**config.mk**
```make
export PLATFORM = sky130hd
export DESIGN_NAME = pgwr_ctrl
export DESIGN_NICKNAME = d
export VERILOG_FILES = /design/src/rtl/pgwr_pkg.sv /design/src/rtl/pgwr_latch.sv /design/src/rtl/pgwr_busy_timer.sv /design/src/rtl/pgwr_ctrl.sv
export SDC_FILE = /design/constraint.sdc
export NUM_CORES = 1
export LEC_CHECK = 0
export BUFFER_PORTS_ARGS = -buffer_cell sky130_fd_sc_hd__buf_4
export CAP_MARGIN = 20
export CORE_MARGIN = 8
export CORE_UTILIZATION = 45
export DETAILED_ROUTE_END_ITERATION = 8
export PLACE_DENSITY = 0.72
export RECOVER_POWER = 50
export REMOVE_ABC_BUFFERS = 1
export SYNTH_ARGS = -nofsm -noshare
export SYNTH_HDL_FRONTEND = slang
export SYNTH_SLANG_ARGS = --single-unit
```
**constraint.sdc**
```tcl
create_clock -name clk -period 2.26 [get_ports clk]
set_input_delay 0.226 -clock clk [delete_from_list [all_inputs] [get_ports clk]]
set_output_delay 0.226 -clock clk [all_outputs]
set_load 0.01 [all_outputs]
```
**src/rtl/pgwr_pkg.sv**
```systemverilog
package pgwr_pkg;
    typedef enum logic [1:0] {
        ST_IDLE,
        ST_COLLECT,
        ST_COMMIT,
        ST_WRITING
    } pgwr_state_e;
endpackage

```
**src/rtl/pgwr_latch.sv**
```systemverilog
module pgwr_latch #(
    parameter int PAGE_BYTES = 64,
    parameter int DATA_W     = 8,
    localparam int OFS_W     = $clog2(PAGE_BYTES)
) (
    input  logic                         clk,
    input  logic                         rst_n,
    input  logic                         clear,
    input  logic                         wr_en,
    input  logic [OFS_W-1:0]             wr_ofs,
    input  logic [DATA_W-1:0]            wr_data,
    output logic [PAGE_BYTES-1:0]        mask,
    output logic [PAGE_BYTES*DATA_W-1:0] data
);
    for (genvar i = 0; i < PAGE_BYTES; i++) begin : g_lane
        always_ff @(posedge clk or negedge rst_n) begin
            if (!rst_n) begin
                mask[i]                   <= 1'b0;
                data[i*DATA_W +: DATA_W] <= '0;
            end else if (clear) begin
                mask[i] <= 1'b0;
            end else if (wr_en && wr_ofs == OFS_W'(i)) begin
                mask[i]                   <= 1'b1;
                data[i*DATA_W +: DATA_W] <= wr_data;
            end
        end
    end

    assert_lane_store_R2: assert property (@(posedge clk) disable iff (!rst_n)
        (wr_en && !clear) |=> (mask[$past(wr_ofs)] &&
                               data[$past(wr_ofs)*DATA_W +: DATA_W] == $past(wr_data)));

    assert_clear_empties_R12: assert property (@(posedge clk) disable iff (!rst_n)
        clear |=> (mask == '0));
endmodule

```
**src/rtl/pgwr_busy_timer.sv**
```systemverilog
module pgwr_busy_timer #(
    parameter int BUSY_CYCLES = 625000,
    localparam int CNT_W      = $clog2(BUSY_CYCLES)
) (
    input  logic clk,
    input  logic rst_n,
    input  logic start,
    output logic done
);
    localparam logic [CNT_W-1:0] LOAD = CNT_W'(BUSY_CYCLES - 2);

    logic [CNT_W-1:0] cnt;
    logic             running;

    always_ff @(posedge clk or negedge rst_n) begin
        if (!rst_n) begin
            cnt     <= '0;
            running <= 1'b0;
        end else if (start) begin
            cnt     <= LOAD;
            running <= 1'b1;
        end else if (running) begin
            if (cnt == '0) running <= 1'b0;
            else           cnt     <= cnt - 1'b1;
        end
    end

    assign done = running && (cnt == '0);

    assert_timer_descends_R8: assert property (@(posedge clk) disable iff (!rst_n)
        (running && !start && cnt != '0) |=> (running && cnt == $past(cnt) - 1'b1));

    assert_timer_stops_R8: assert property (@(posedge clk) disable iff (!rst_n)
        (done && !start) |=> !running);
endmodule

```
**src/rtl/pgwr_ctrl.sv**
```systemverilog
module pgwr_ctrl
    import pgwr_pkg::*;
#(
    parameter int ADDR_W      = 16,
    parameter int DATA_W      = 8,
    parameter int PAGE_BYTES  = 64,
    parameter int BUSY_CYCLES = 625000
) (
    input  logic                                  clk,
    input  logic                                  rst_n,
    input  logic                                  wr_begin,
    input  logic [ADDR_W-1:0]                     wr_addr,
    input  logic                                  byte_valid,
    input  logic [DATA_W-1:0]                     byte_data,
    input  logic                                  stop_seen,
    input  logic                                  wp_level,
    output logic                                  commit_valid,
    output logic [ADDR_W-$clog2(PAGE_BYTES)-1:0]  commit_page,
    output logic [PAGE_BYTES-1:0]                 commit_mask,
    output logic [PAGE_BYTES*DATA_W-1:0]          commit_data,
    output logic                                  busy
);
    localparam int OFS_W  = $clog2(PAGE_BYTES);
    localparam int PAGE_W = ADDR_W - OFS_W;

    pgwr_state_e       state, state_nx;
    logic [OFS_W-1:0]  ofs_q;
    logic [PAGE_W-1:0] page_q;
    logic              accept_begin, accept_byte, timer_start, timer_done;

    assign accept_begin = wr_begin && (state == ST_IDLE || state == ST_COLLECT);
    assign accept_byte  = (state == ST_COLLECT) && byte_valid && !wr_begin && !stop_seen;

    // next-state logic
    always_comb begin
        state_nx = state;
        unique case (state)
            ST_IDLE:    if (wr_begin) state_nx = ST_COLLECT;
            ST_COLLECT: begin
                if (wr_begin)       state_nx = ST_COLLECT;
                else if (stop_seen) state_nx = (|commit_mask && !wp_level) ? ST_COMMIT : ST_IDLE;
            end
            ST_COMMIT:  state_nx = ST_WRITING;
            ST_WRITING: if (timer_done) state_nx = ST_IDLE;
            default:    state_nx = ST_IDLE;
        endcase
    end

    // state register
    always_ff @(posedge clk or negedge rst_n) begin
        if (!rst_n) state <= ST_IDLE;
        else        state <= state_nx;
    end

    // outputs
    always_comb begin
        commit_valid = 1'b0;
        busy         = 1'b0;
        timer_start  = 1'b0;
        unique case (state)
            ST_IDLE, ST_COLLECT: ;
            ST_COMMIT: begin
                commit_valid = 1'b1;
                busy         = 1'b1;
                timer_start  = 1'b1;
            end
            ST_WRITING: busy = 1'b1;
            default: ;
        endcase
    end

    // word pointer: page fixed per command, offset wraps within the page
    always_ff @(posedge clk or negedge rst_n) begin
        if (!rst_n) begin
            ofs_q  <= '0;
            page_q <= '0;
        end else if (accept_begin) begin
            ofs_q  <= wr_addr[OFS_W-1:0];
            page_q <= wr_addr[ADDR_W-1:OFS_W];
        end else if (accept_byte) begin
            ofs_q <= ofs_q + 1'b1;
        end
    end

    assign commit_page = page_q;

    pgwr_latch #(.PAGE_BYTES(PAGE_BYTES), .DATA_W(DATA_W)) i_latch (
        .clk     (clk),
        .rst_n   (rst_n),
        .clear   (accept_begin),
        .wr_en   (accept_byte),
        .wr_ofs  (ofs_q),
        .wr_data (byte_data),
        .mask    (commit_mask),
        .data    (commit_data)
    );

    pgwr_busy_timer #(.BUSY_CYCLES(BUSY_CYCLES)) i_timer (
        .clk   (clk),
        .rst_n (rst_n),
        .start (timer_start),
        .done  (timer_done)
    );

    assert_offset_wraps_R3: assert property (@(posedge clk) disable iff (!rst_n)
        (accept_byte && ofs_q == OFS_W'(PAGE_BYTES - 1)) |=> (ofs_q == '0 && $stable(page_q)));

    assert_page_fixed_R3: assert property (@(posedge clk) disable iff (!rst_n)
        accept_byte |=> $stable(page_q));

    assert_commit_has_data_R10: assert property (@(posedge clk) disable iff (!rst_n)
        commit_valid |-> |commit_mask);

    assert_commit_single_R5: assert property (@(posedge clk) disable iff (!rst_n)
        commit_valid |=> (busy && !commit_valid));

    assert_protected_drop_R6: assert property (@(posedge clk) disable iff (!rst_n)
        (state == ST_COLLECT && stop_seen && !wr_begin && wp_level) |=> (!busy && !commit_valid));

    assert_page_frozen_R9: assert property (@(posedge clk) disable iff (!rst_n)
        (busy && !commit_valid) |-> ($stable(commit_mask) && $stable(commit_data)));
endmodule

```
After elaboration in Yosys (flattened, before gate mapping) --
Cells that the tools add are included.
Word-level totals: bits in registers 615, input bits 30, output and inout bits 588, logic and storage cells 561
Cells by class: $add $sub $neg 2, eq/ne operators 70, multiplexer cells 144, bitwise logic cells 1, reductions and logical operators 211
Operators by type and width (count):
- $eq 6x6->1 const B | 32
- $mux 1 | 133
- $reduce_bool 2->1 | 66
- $reduce_and 2->1 | 65
- $eq 6x5->1 const B | 16
- $logic_and 1x1->1 | 70
- $reduce_or 64->1 | 1
- $mux 20 | 3
- $eq 6x4->1 const B | 8
- $eq 6x3->1 const B | 4
- $logic_not 20->1 | 1
- $sub 20x1->20 const B | 1
- $eq 6x2->1 const B | 2
- $mux 6 | 2
- $mux 2 | 5
- $pmux 2 s4 | 1
- $add 6x1->6 const B | 1
- $eq 6x1->1 const B | 1
- $logic_not 6->1 | 1
- $eq 2x2->1 const B | 2
- $ne 2x2->1 const B | 2
- $logic_not 1->1 | 3
- $ne 3x3->1 const B | 1
- $reduce_and 3->1 | 1
- 6 further kinds | 6

Logic depth before layout (Yosys ltp) --
Gate-level depths: netlist (run 1).
depth in word-level cells 7, depth in mapped cells 8, depth with buffers taken out 6

Modules after synthesis --
A second synthesis (run 1) with hierarchy kept.
Unflattened totals: cell total of the unflattened synthesis 1625, area, all modules 24210.7 um^2
Modules (own cells, without submodules):
- pgwr_latch | times used 1, cells an instance 1388, area an instance 21899.8 um^2, seq. area each 14413.8 um^2
- pgwr_busy_timer | times used 1, cells an instance 146, area an instance 1331.3 um^2, seq. area each 525.5 um^2
- pgwr_ctrl | times used 1, cells an instance 91, area an instance 979.7 um^2, seq. area each 450.4 um^2

Worst setup path before layout (run 1) --
OpenSTA, ideal clock, no wires.
kind reg-to-reg, from register ofs_q[1], to register i_latch.data[424], library setup time 0.125 ns, arrival time 2.091 ns, path slack 0.044 ns, cell stages (with the launch flop) 7, buffers on the path 1, clock period less this slack 2.216 ns, cell sequence dfrtp_1 -> inv_1 -> ha_1 -> buf_1 -> nand4b_2 -> nor2_2 -> mux2_2
On the way: cells in the longest elaborated chain, start to end 3
Ends and longest elaborated chain:
- from (decl) | RTL line pgwr_ctrl.sv:27 | logic [OFS_W-1:0] ofs_q;
- from (signal assigned) | RTL line pgwr_ctrl.sv:78 | ofs_q <= wr_addr[OFS_W-1:0];
- from (signal assigned) | RTL line pgwr_ctrl.sv:81 | ofs_q <= ofs_q + 1'b1;
- $eq 6x6->1 | RTL line pgwr_latch.sv:22 | end else if (wr_en && wr_ofs == OFS_W'(i)) begin
- $logic_and 1x1->1 | RTL line pgwr_latch.sv:22
- $reduce_and 2->1 (no line)
- to (signal, indexed assignment) | RTL line pgwr_latch.sv:24 | data[i*DATA_W +: DATA_W] <= wr_data;
- to (decl) | RTL line pgwr_latch.sv:13 | output logic [PAGE_BYTES*DATA_W-1:0] data
Every way passes these cells. A chain may end at the register's enable or synchronous reset.

Final worst setup path (run 1) --
from input wr_begin, to register i_latch.data[283]
On the way: cells in the longest elaborated chain, start to end 5
Ends and longest elaborated chain:
- from (decl) | RTL line pgwr_ctrl.sv:11 | input logic wr_begin,
- $logic_not 1->1 | RTL line pgwr_ctrl.sv:32 | assign accept_byte = (state == ST_COLLECT) && byte_valid && !wr_begin && !stop_seen;
- $logic_and 1x1->1 (2 in a row) | RTL line pgwr_ctrl.sv:32
- $logic_and 1x1->1 | RTL line pgwr_latch.sv:22
- $reduce_and 2->1 (no line) (*)
Mark *: on every way between the ends. The rest lies on a longest branch, timed or not.

==> results of run 1 <==
## logic make-up after synthesis
kind of cell | Yosys count
AOI/OAI and AO/OA | 81
xor gates and xnor gates | 4
adders and majority gates | 6
buffers and inverters | 98
DFF | 615
muxes | 522
and+or+nand+nor | 262
## cell type report
cell class / count / area share
clock inverter: 26 / 0.00808
tap: 696 / 0.0276
clock buffer: 90 / 0.0575
multi-input combinational: 875 / 0.267
timing repair buffer: 740 / 0.151
antenna: 1 / 0.0000792
sequential: 615 / 0.487
inverter: 7 / 0.000832
## state kept, by name, summed over array words and instances (netlist names), named ones only
register         count
i_latch.mask        64
commit_page         10
state                1
i_latch.data       512
i_timer.cnt         20
ofs_q                6
i_timer.running      1
## timing repair
action / CTS / global route
pin swaps: 0 / 2
hold buffers: 20 / 0
resized for setup: 1 / 6
endpoints found under the setup margin: 8 / 73
buffers inserted: 0 / 3
hold endpoints to repair: 59 / 0
## per-layer routing
metal,share of wire,track usage
met5,0.00046,0
met4,0.036,0.0836
met3,0.078,0.0799
met2,0.50,0.437
met1,0.39,0.311
## worst max path at each step
stage                   endpoint       startpoint  slack [ns]
6_report       i_latch.data[283]         wr_begin        0.04
5_1_grt        i_latch.data[273]        flip-flop       -0.07
4_1_cts                flip-flop  i_latch.mask[0]        0.01
3_5_place_dp   i_latch.data[511]        flip-flop       0.008
3_3_place_gp           flip-flop  i_latch.mask[6]       0.002
2_1_floorplan  i_latch.data[464]        flip-flop       -0.73
## stage by stage
step                      cells  utilization  hold slack, ns  power, mW
after global placement     2910        0.568           0.221       17.7
after detailed placement   2910        0.568           0.226       17.9
after global routing       3050        0.591           0.166       28.9
final                      3050        0.591           0.137       27.8
after CTS                  3046        0.611           0.165       28.3
after floorplan            1497            -         -0.0696       14.9
## power by group through the flow
stage / sequential (mW) / combinational [mW] / clock (mW)
3_3_place_gp: 12.8 / 4.92 / 0
3_5_place_dp: 12.9 / 5.04 / 0
5_1_grt: 12.8 / 5.09 / 11.0
6_report: 12.7 / 4.75 / 10.4
2_1_floorplan: 13.2 / 1.77 / 0
4_1_cts: 12.7 / 5.08 / 10.6
## Yosys cell counts, drive strengths merged, types with 3 or more instances
cell / n
a21o: 46
a21oi: 10
and2: 3
and4: 5
buf: 24
clkbuf: 67
dfrtp: 615
ha: 6
inv: 7
mux2: 513
mux2i: 9
nand2: 90
nand2b: 7
nand3: 23
nand4: 13
nand4b: 9
nor2: 55
nor3: 9
nor3b: 3
nor4: 24
o21ai: 11
o31ai: 6
or3: 4
or4: 10
xnor2: 3
==> flow_metrics.py, run 1 <==
metrics = {
    "setup_path": {
        "crit_family": "simple AND/OR/NAND/NOR gates",
        "critPathRequiredTime_ns": 2.75,
        "max_stage_delay_ns": 0.57,
        "slowest_stage": "dlygate4sd3_1",
        "cp.depth": 7,
        "setup.worst_path.class": "in2reg",
        "rr_endpoint": "i_latch.data[283]",
        "reg2reg_slack_ns": 0.05,
        "cp_num_buf_inv": 3,
        "startpoint_type": "primary input",
        "crit_chain": "dlygate4sd3_1 -> buf_4 -> nand4bb_1 -> buf_4 -> nor4_2 -> nand3_1 -> mux2_2",
        "cp.arrival_ns": 2.71,
        "cpMostUsedCell": "buf_4",
        "cp-end-kind": "flip-flop",
        "cp_max_fo": 9,
        "reg2reg_depth": 5,
    },
    "grt": {
        "grtUsageTotal": 0.258,
        "grt_first_pass_wirelength_um": 118000,
        "grt_start_max_net_pins": 79,
        "grt_pass1_vias": 17700,
        "overflow": 0,
        "antenna_found_initial": 6,
    },
    "placement": {
        "pre_cts_slack_ns": 0.00796,
        "dp_hpwl_um": 57600,
        "port_buffers": 617,
        "place_area_sq_mm": 0.0304,
        "place.gp.congestion": 0.830,
    },
    "yosys": {
        "synth_area_leaders": "dfrtp_1, mux2_2, nor2_8, a21o_1, nand2_1",
        "synth_adder_area_share": 0.00310,
        "synth_top_area_frac": 0.636,
        "synth_compound_area_frac": 0.0231,
        "synth_cell_type_count": 57,
        "syn_inst": 1588,
        "synth_edf_count": 0,
        "yosys.area_share.xor_xnor": 0.00145,
        "avgSynthCellArea_sq_um": 15.2,
        "ys_seq_area_frac": 0.636,
        "synth.area.mux_share": 0.242,
        "synthSimpleGateAreaFrac": 0.0773,
        "async_reset_ff_frac": 1.00,
        "synth_top_area_cell": "dfrtp_1",
        "ys_ff_latch": 615,
        "synth_top_family_by_area": "multiplexers",
        "syn_area_sq_mm": 0.0242,
        "synth_warnings": 0,
        "synth_ff_type": "dfrtp_1",
    },
    "sta": {
        "final_max_slew_viol_count": 0,
        "post-route-min-period_ns": 2.22,
        "worst_slack_ns": 0.0384,
        "worst_slew_pin_slew_ns": 1.35,
        "finalHoldViolCount": 0,
        "fin_skew_ns": 0.0255,
        "tns_ns": 0,
        "fmaxAchievable_mhz": 450,
        "slew_headroom": 0.100,
        "period_share": 0.983,
        "rsz0062_at_grt": "true",
        "finalSetupViolCount": 0,
    },
    "drt": {
        "vias_per_cell": 5.40,
        "firstDrtPassIters": 5,
        "drc": 0,
        "routed_wl_um": 81100,
        "post_drt_wl_per_cell_um": 26.6,
        "ant_nets": 0,
        "drt_iter0_drc": 876,
        "via_count": 16500,
    },
    "floorplan": {
        "io_pins": 618,
        "dieArea_sq_mm": 0.0615,
        "start_util": 0.453,
        "num_rows": 85,
        "core_area_sq_mm": 0.0535,
        "die_width_um": 248,
        "die_y_um": 248,
    },
    "hold_path": {
        "min_path_type": "in2async",
    },
    "cts": {
        "clock_path_buffers": 3,
        "h-tree-depth": 2,
        "cts_tree": "done",
        "cts.clk_slew.worst_paths_ns": 0.06,
        "insertion_delay_ns": 0.63,
        "cts_made_buffers": 61,
        "clock-sinks": 615,
        "cts_root_buf": "clkbuf_16",
    },
    "pwr": {
        "switching_share": 0.282,
        "p_sw_mw": 7.85,
        "worst_ir_drop_vdd_mv": 0.613,
        "clock_power_share": 0.373,
        "p_int_mw": 20.0,
        "power_leakage_nw": 17.1,
        "seqPwrFrac": 0.456,
        "power_density_mw_per_mm2": 881,
        "p_comb_frac": 0.170,
    },
    "cells_and_area": {
        "multiInputGateArea_sq_mm": 0.00845,
        "stdcell_area_sq_mm": 0.0316,
        "drive_above_1_share": 0.478,
        "layout_common_cells": "dfrtp_1, mux2_2, buf_4",
        "seq_area_sq_mm": 0.0154,
        "final_nets": 2336,
        "area_delta_synth_final_pct": 30.5,
        "fillers": 4408,
        "final_common_cell": "dfrtp_1",
    },
    "outcome": {
        "outcome": "complete, no violations",
    },
    "job": {
        "max-cap-violations": 0,
    },
}
(Power assumes the default switching activity.)
==> run 2: changes to the inputs <==
--- a/config.mk
+++ b/config.mk
@@ -10,7 +10,7 @@
 export CORE_MARGIN = 8
 export CORE_UTILIZATION = 45
 export DETAILED_ROUTE_END_ITERATION = 8
-export PLACE_DENSITY = 0.72
+export PLACE_DENSITY = 0.74
 export RECOVER_POWER = 50
 export REMOVE_ABC_BUFFERS = 1
 export SYNTH_ARGS = -nofsm -noshare
==> flow_metrics.py, run 2 (same netlist as run 1, synthesis figures left out) <==
metrics = {
    "outcome": {
        "outcome": "complete, no violations",
    },
    "cts": {
        "clock-sinks": 615,
        "cts_made_buffers": 61,
        "cts_tree": "done",
        "clock_path_buffers": 3,
        "postCtsSetupBuffers": 0,
        "h-tree-depth": 2,
        "insertion_delay_ns": 0.61,
        "cts.clk_slew.worst_paths_ns": 0.06,
        "cts_root_buf": "clkbuf_16",
    },
    "grt": {
        "antenna_found_initial": 4,
        "overflow": 0,
        "grt_pass1_vias": 17900,
        "grt_first_pass_wirelength_um": 118000,
        "grtUsageTotal": 0.256,
        "grt_start_max_net_pins": 65,
    },
    "cells_and_area": {
        "layout_common_cells": "dfrtp_1, mux2_2, buf_4",
        "largestRegisters": "i_latch.data (512), i_latch.mask (64), i_timer.cnt (20)",
        "final_common_cell": "dfrtp_1",
        "drive_above_1_share": 0.469,
        "largest_register_ffs": 512,
        "top_register": "i_latch.data",
        "area_delta_synth_final_pct": 30.6,
        "final_cells": 3063,
        "final_nets": 2352,
    },
    "sta": {
        "slew_headroom": 0.211,
        "fmaxAchievable_mhz": 454,
        "finalSetupViolCount": 0,
        "worst_slew_pin_slew_ns": 1.18,
        "fin_skew_ns": 0.0152,
        "finalHoldViolCount": 0,
        "tns_ns": 0,
        "final_max_slew_viol_count": 0,
        "holdWs_ns": 0.206,
        "worst_slack_ns": 0.0572,
        "post-route-min-period_ns": 2.20,
        "period_share": 0.975,
    },
    "floorplan": {
        "io_pins": 618,
        "core_area_sq_mm": 0.0535,
        "dieArea_sq_mm": 0.0615,
        "die_width_um": 248,
        "die_y_um": 248,
        "start_util": 0.453,
        "num_rows": 85,
    },
    "placement": {
        "dp_hpwl_um": 57200,
        "port_buffers": 617,
        "pre_cts_slack_ns": -0.218,
        "place.gp.congestion": 0.841,
        "place_inst": 2929,
    },
    "job": {
        "max-cap-violations": 0,
    },
    "drt": {
        "via_count": 16400,
        "firstDrtPassIters": 5,
        "ant_nets": 0,
        "vias_per_cell": 5.36,
        "drt_iter0_drc": 735,
        "post_drt_wl_per_cell_um": 26.2,
        "routed_wl_um": 80300,
        "drc": 0,
    },
    "pwr": {
        "worst_ir_drop_vdd_mv": 0.706,
        "report.power.total_mw": 27.2,
        "power_leakage_nw": 17.0,
        "power_density_mw_per_mm2": 861,
    },
    "setup_path": {
        "cp_max_fo": 9,
        "max_stage_delay_ns": 0.59,
        "reg2reg_depth": 5,
        "cp-end-kind": "flip-flop",
        "setup.worst_path.class": "in2reg",
        "slowest_stage": "dlygate4sd3_1",
        "cpMostUsedCell": "buf_4",
        "critPathRequiredTime_ns": 2.75,
        "crit_chain": "dlygate4sd3_1 -> buf_4 -> nand4bb_1 -> buf_4 -> nor4_2 -> nand3_1 -> mux2_2",
        "cp.arrival_ns": 2.70,
        "reg2reg_slack_ns": 0.07,
        "rr_startpoint": "i_latch.mask[3]",
        "startpoint_type": "primary input",
    },
    "hold_path": {
        "min_path_type": "in2async",
    },
}
## run 2: cell types whose count changed in the layout (fill, tap and decap cells not counted), sizes merged
cell,change
bufinv,-3
clkinv,-4
clkinvlp,+2
diode,+1
clkbuf,+29
buf,-12
## run 2: worst max-delay path: cells and delay by family
kind	cells	cell delay [ns]
buffers and inverters	3	0.98
multiplexers	1	0.42
AND/OR/NAND/NOR	3	1.06
## run 2: where the power goes
| part | leakage, nW | internal [mW] | switching (mW) | total (mW) |
|---|---|---|---|---|
| sequential | 8.49 | 12.0 | 0.708 | 12.7 |
| clock | 0.968 | 5.61 | 4.25 | 9.86 |
| combinational | 7.56 | 1.94 | 2.75 | 4.69 |
## run 2: worst max-delay path by stage
stage                                start                end  slack, ns  cells after the start
after global placement    i_latch.mask[21]          flip-flop      -0.23                      5
after global routing              ofs_q[2]  i_latch.data[262]      -0.01                      3
final                             wr_begin  i_latch.data[259]       0.06                      7
after detailed placement   i_latch.mask[3]          flip-flop      -0.22                      5
after floorplan                  flip-flop  i_latch.data[464]      -0.73                      4
after CTS                  i_latch.mask[3]          flip-flop       0.01                      5
## run 2: what timing repair did
| item | CTS | global route |
|---|---|---|
| hold endpoints to repair | 65 | 0 |
| setup endpoints to repair | 1 | 29 |
| pin swaps | 0 | 1 |
| hold buffers | 20 | 0 |
| resized for setup | 9 | 3 |
## run 2: metrics by stage
| step | util | cell area [sq um] |
|---|---|---|
| after floorplan | - | 23800 |
| after global placement | 0.574 | 30700 |
| after detailed placement | 0.574 | 30700 |
| after CTS | 0.615 | 32900 |
| after global routing | 0.591 | 31600 |
| final | 0.591 | 31600 |
## run 2: layout make-up
cell class / count / area [sq um]
diodes: 2 / 5.00
clock buffers: 91 / 1800
clock inverters: 21 / 146
fillers: 4386 / 21900
inverters: 7 / 26.3
multi-input cells: 875 / 8480
flip-flops and latches: 615 / 15400
well taps: 696 / 871
repair buffers: 756 / 4900
## run 2: layer usage
metal | global-route usage | vias up | share of wire
met5 | 0 | - | 0.00015
met4 | 0.0825 | 2 | 0.034
met2 | 0.432 | 539 | 0.50
met1 | 0.315 | 8643 | 0.39
met3 | 0.0745 | 153 | 0.076
li1 | - | 7086 | -
==> run 3: changes to the inputs <==
--- a/config.mk
+++ b/config.mk
@@ -15,4 +15,5 @@
 export REMOVE_ABC_BUFFERS = 1
 export SYNTH_ARGS = -nofsm -noshare
 export SYNTH_HDL_FRONTEND = slang
+export SYNTH_HIERARCHICAL = 1
 export SYNTH_SLANG_ARGS = --single-unit
==> flow_metrics.py, run 3 <==
metrics = {
    "outcome": {
        "outcome": "finished, violations left",
        "failed_checks": "setup timing",
    },
    "yosys": {
        "synth_cell_type_count": 64,
        "synth_top_area_frac": 0.636,
        "synth_warnings": 6,
        "synth_top_area_cell": "dfrtp_1",
        "ys_seq_area_frac": 0.636,
        "syn_area_sq_mm": 0.0242,
        "syn_inst": 1625,
        "synth_area_leaders": "dfrtp_1, mux2_2, o21ai_0, nand3_2, clkbuf_1",
        "ys_ff_latch": 615,
        "yosysMostFrequentCell": "dfrtp_1",
        "synth_ff_type": "dfrtp_1",
        "yosys-top-cells-count": "dfrtp_1, mux2_2, clkbuf_1",
        "synth_edf_count": 0,
        "avgSynthCellArea_sq_um": 14.9,
        "async_reset_ff_frac": 1.00,
    },
    "cells_and_area": {
        "largestRegisters": "i_latch/data (512), i_latch/mask (64), i_timer/cnt (20)",
        "final_nets": 2399,
        "drive_above_1_share": 0.543,
        "area_delta_synth_final_pct": 37.1,
        "final_common_cell": "dfrtp_1",
        "top_register": "i_latch/data",
        "num_antenna_cells": 0,
        "largest_register_ffs": 512,
        "layout_common_cells": "dfrtp_1, buf_4, mux2_2",
    },
    "setup_path": {
        "cp.arrival_ns": 2.75,
        "setup.worst_path.class": "in2reg",
        "cp_max_fo": 9,
        "max_stage_delay_ns": 0.57,
        "cp-end-kind": "flip-flop",
        "startpoint_type": "primary input",
        "crit_chain": "dlygate4sd3_1 -> buf_4 -> nor4b_4 -> nand2_1 -> inv_2 -> nor4bb_4 -> buf_4 -> nand3_2 -> mux2_2",
        "slowest_stage": "dlygate4sd3_1",
        "critPathRequiredTime_ns": 2.72,
        "reg2reg_depth": 7,
        "cpMostUsedCell": "buf_4",
    },
    "drt": {
        "top_layer": "met5",
        "via_count": 16800,
        "drt_iter0_drc": 889,
        "wl_met3_um": 6170,
        "drc": 0,
        "post_drt_wl_per_cell_um": 26.5,
        "firstDrtPassIters": 5,
        "ant_nets": 0,
        "vias_per_cell": 5.41,
        "met2_length_um": 41300,
        "routed_wl_um": 82500,
        "wl_met1_um": 31600,
    },
    "sta": {
        "slew_headroom": 0.143,
        "fmaxAchievable_mhz": 437,
        "post-route-min-period_ns": 2.29,
        "finalHoldViolCount": 0,
        "final_max_slew_viol_count": 0,
        "worst_slack_ns": -0.0294,
        "period_share": 1.01,
        "rsz0062_at_grt": "true",
        "worst_slew_pin_slew_ns": 1.29,
        "finalSetupViolCount": 32,
        "fin_skew_ns": 0.0254,
    },
    "hold_path": {
        "min_path_type": "in2reg",
        "hold_path_depth": 4,
    },
    "cts": {
        "clock-sinks": 615,
        "insertion_delay_ns": 0.60,
        "cts_root_buf": "clkbuf_16",
        "clock_path_buffers": 3,
        "cts.clk_slew.worst_paths_ns": 0.06,
        "cts_tree": "done",
        "h-tree-depth": 3,
        "cts_made_buffers": 67,
    },
    "pwr": {
        "worst_ir_drop_vdd_mv": 0.610,
        "report.power.total_mw": 26.4,
        "power_leakage_nw": 17.5,
        "power_density_mw_per_mm2": 796,
    },
    "job": {
        "max-cap-violations": 0,
    },
    "placement": {
        "pre_cts_slack_ns": -0.196,
        "dp_hpwl_um": 57400,
        "port_buffers": 617,
        "place.gp.congestion": 0.846,
    },
    "grt": {
        "grtUsageTotal": 0.260,
        "antenna_found_initial": 1,
        "grt_first_pass_wirelength_um": 120000,
        "grt_pass1_vias": 18100,
        "overflow": 0,
        "grt_start_max_net_pins": 95,
    },
    "floorplan": {
        "die_width_um": 248,
        "core_area_sq_mm": 0.0535,
        "dieArea_sq_mm": 0.0615,
        "num_rows": 85,
        "die_y_um": 248,
        "start_util": 0.453,
        "io_pins": 618,
    },
}
[run 3: changes by cell type after synthesis, moves of 13 or more]
cell,before,now
nor2b_1,1,14
a21o_1,46,15
mux2_2,506,519
nand2_1,90,27
inv_1,7,54
nor2_8,20,0
nand2_2,0,14
o21ai_0,11,56
nor2_2,24,0
nand3_2,4,24
buf_2,6,24
nand3_1,19,6
[run 3: path summary, 6_finish.rpt]
check                                        from           endpoint  slack (ns)
worst max register to register          flip-flop  i_latch/data[194]           0
worst min-delay path                   byte_valid           ofs_q[3]        0.05
max in group asynchronous                   rst_n  i_latch/data[354]        0.26
worst max-delay path                     wr_begin  i_latch/data[194]       -0.03
min in group asynchronous                   rst_n   i_latch/data[20]        0.46
worst min register to register  i_latch/data[347]  i_latch/data[347]        0.49
[run 3: metal layers]
layer	track usage	vias to the layer above
met5	0	-
met4	0.111	2
met3	0.0723	178
met2	0.438	611
met1	0.311	8820
li1	-	7201
[run 3: layout make-up]
cell class	count	area (sq um)
Timing Repair Buffer	786	6050
Clock buffer	89	1860
Sequential cell	615	15400
Inverter	54	203
Fill cell	4152	20300
Tap cell	696	871
Multi-Input combinational cell	842	8500
Clock inverter	28	314
[run 3: cell families (layout without fill, tap and decap cells)]
| kind of cell | after synthesis | in the layout | share of synthesized area |
|---|---|---|---|
| DFF | 615 | 615 | 0.636 |
| and+or+nand+nor | 204 | 205 | 0.0587 |
| muxes | 530 | 530 | 0.246 |
| AOI/OAI and AO/OA | 99 | 99 | 0.0254 |
| xor gates and xnor gates | 5 | 5 | 0.00181 |
| adders and majority gates | 3 | 3 | 0.00155 |
| buffers and inverters | 169 | 957 | 0.0307 |
[run 3: critical path, delay by kind of cell]
kind,cells,cell delay [ns]
and+or+nand+nor,4,1.07
muxes,1,0.37
buffers and inverters,4,1.09
[run 3: metrics by stage]
step,utilization,area [sq um],std cells,TNS (ns),hold slack (ns)
final,0.621,33200,3110,-0.365,0.0544
after CTS,0.622,33300,3091,-0.585,0.0139
after floorplan,-,23700,1510,-1314.44,-0.0696
after global routing,0.621,33200,3110,-16.02,0.0595
after global placement,0.575,30800,2951,-17.97,0.197
after detailed placement,0.575,30800,2951,-32.51,0.188
[run 3: repair_timing]
item,CTS,global route
setup buffers,1,10
gates resized for setup,20,81
hold endpoints to repair,275,0
setup endpoints to repair,395,370
hold buffers,21,0
gates cloned,1,9
pin swaps,2,3
[run 3: power breakdown]
group / internal [mW] / leakage (nW) / total (mW) / switching, mW
Clock: 6.31 / 1.06 / 10.8 / 4.47
Sequential: 11.5 / 8.44 / 12.1 / 0.593
Combinational: 1.43 / 8.04 / 3.54 / 2.12
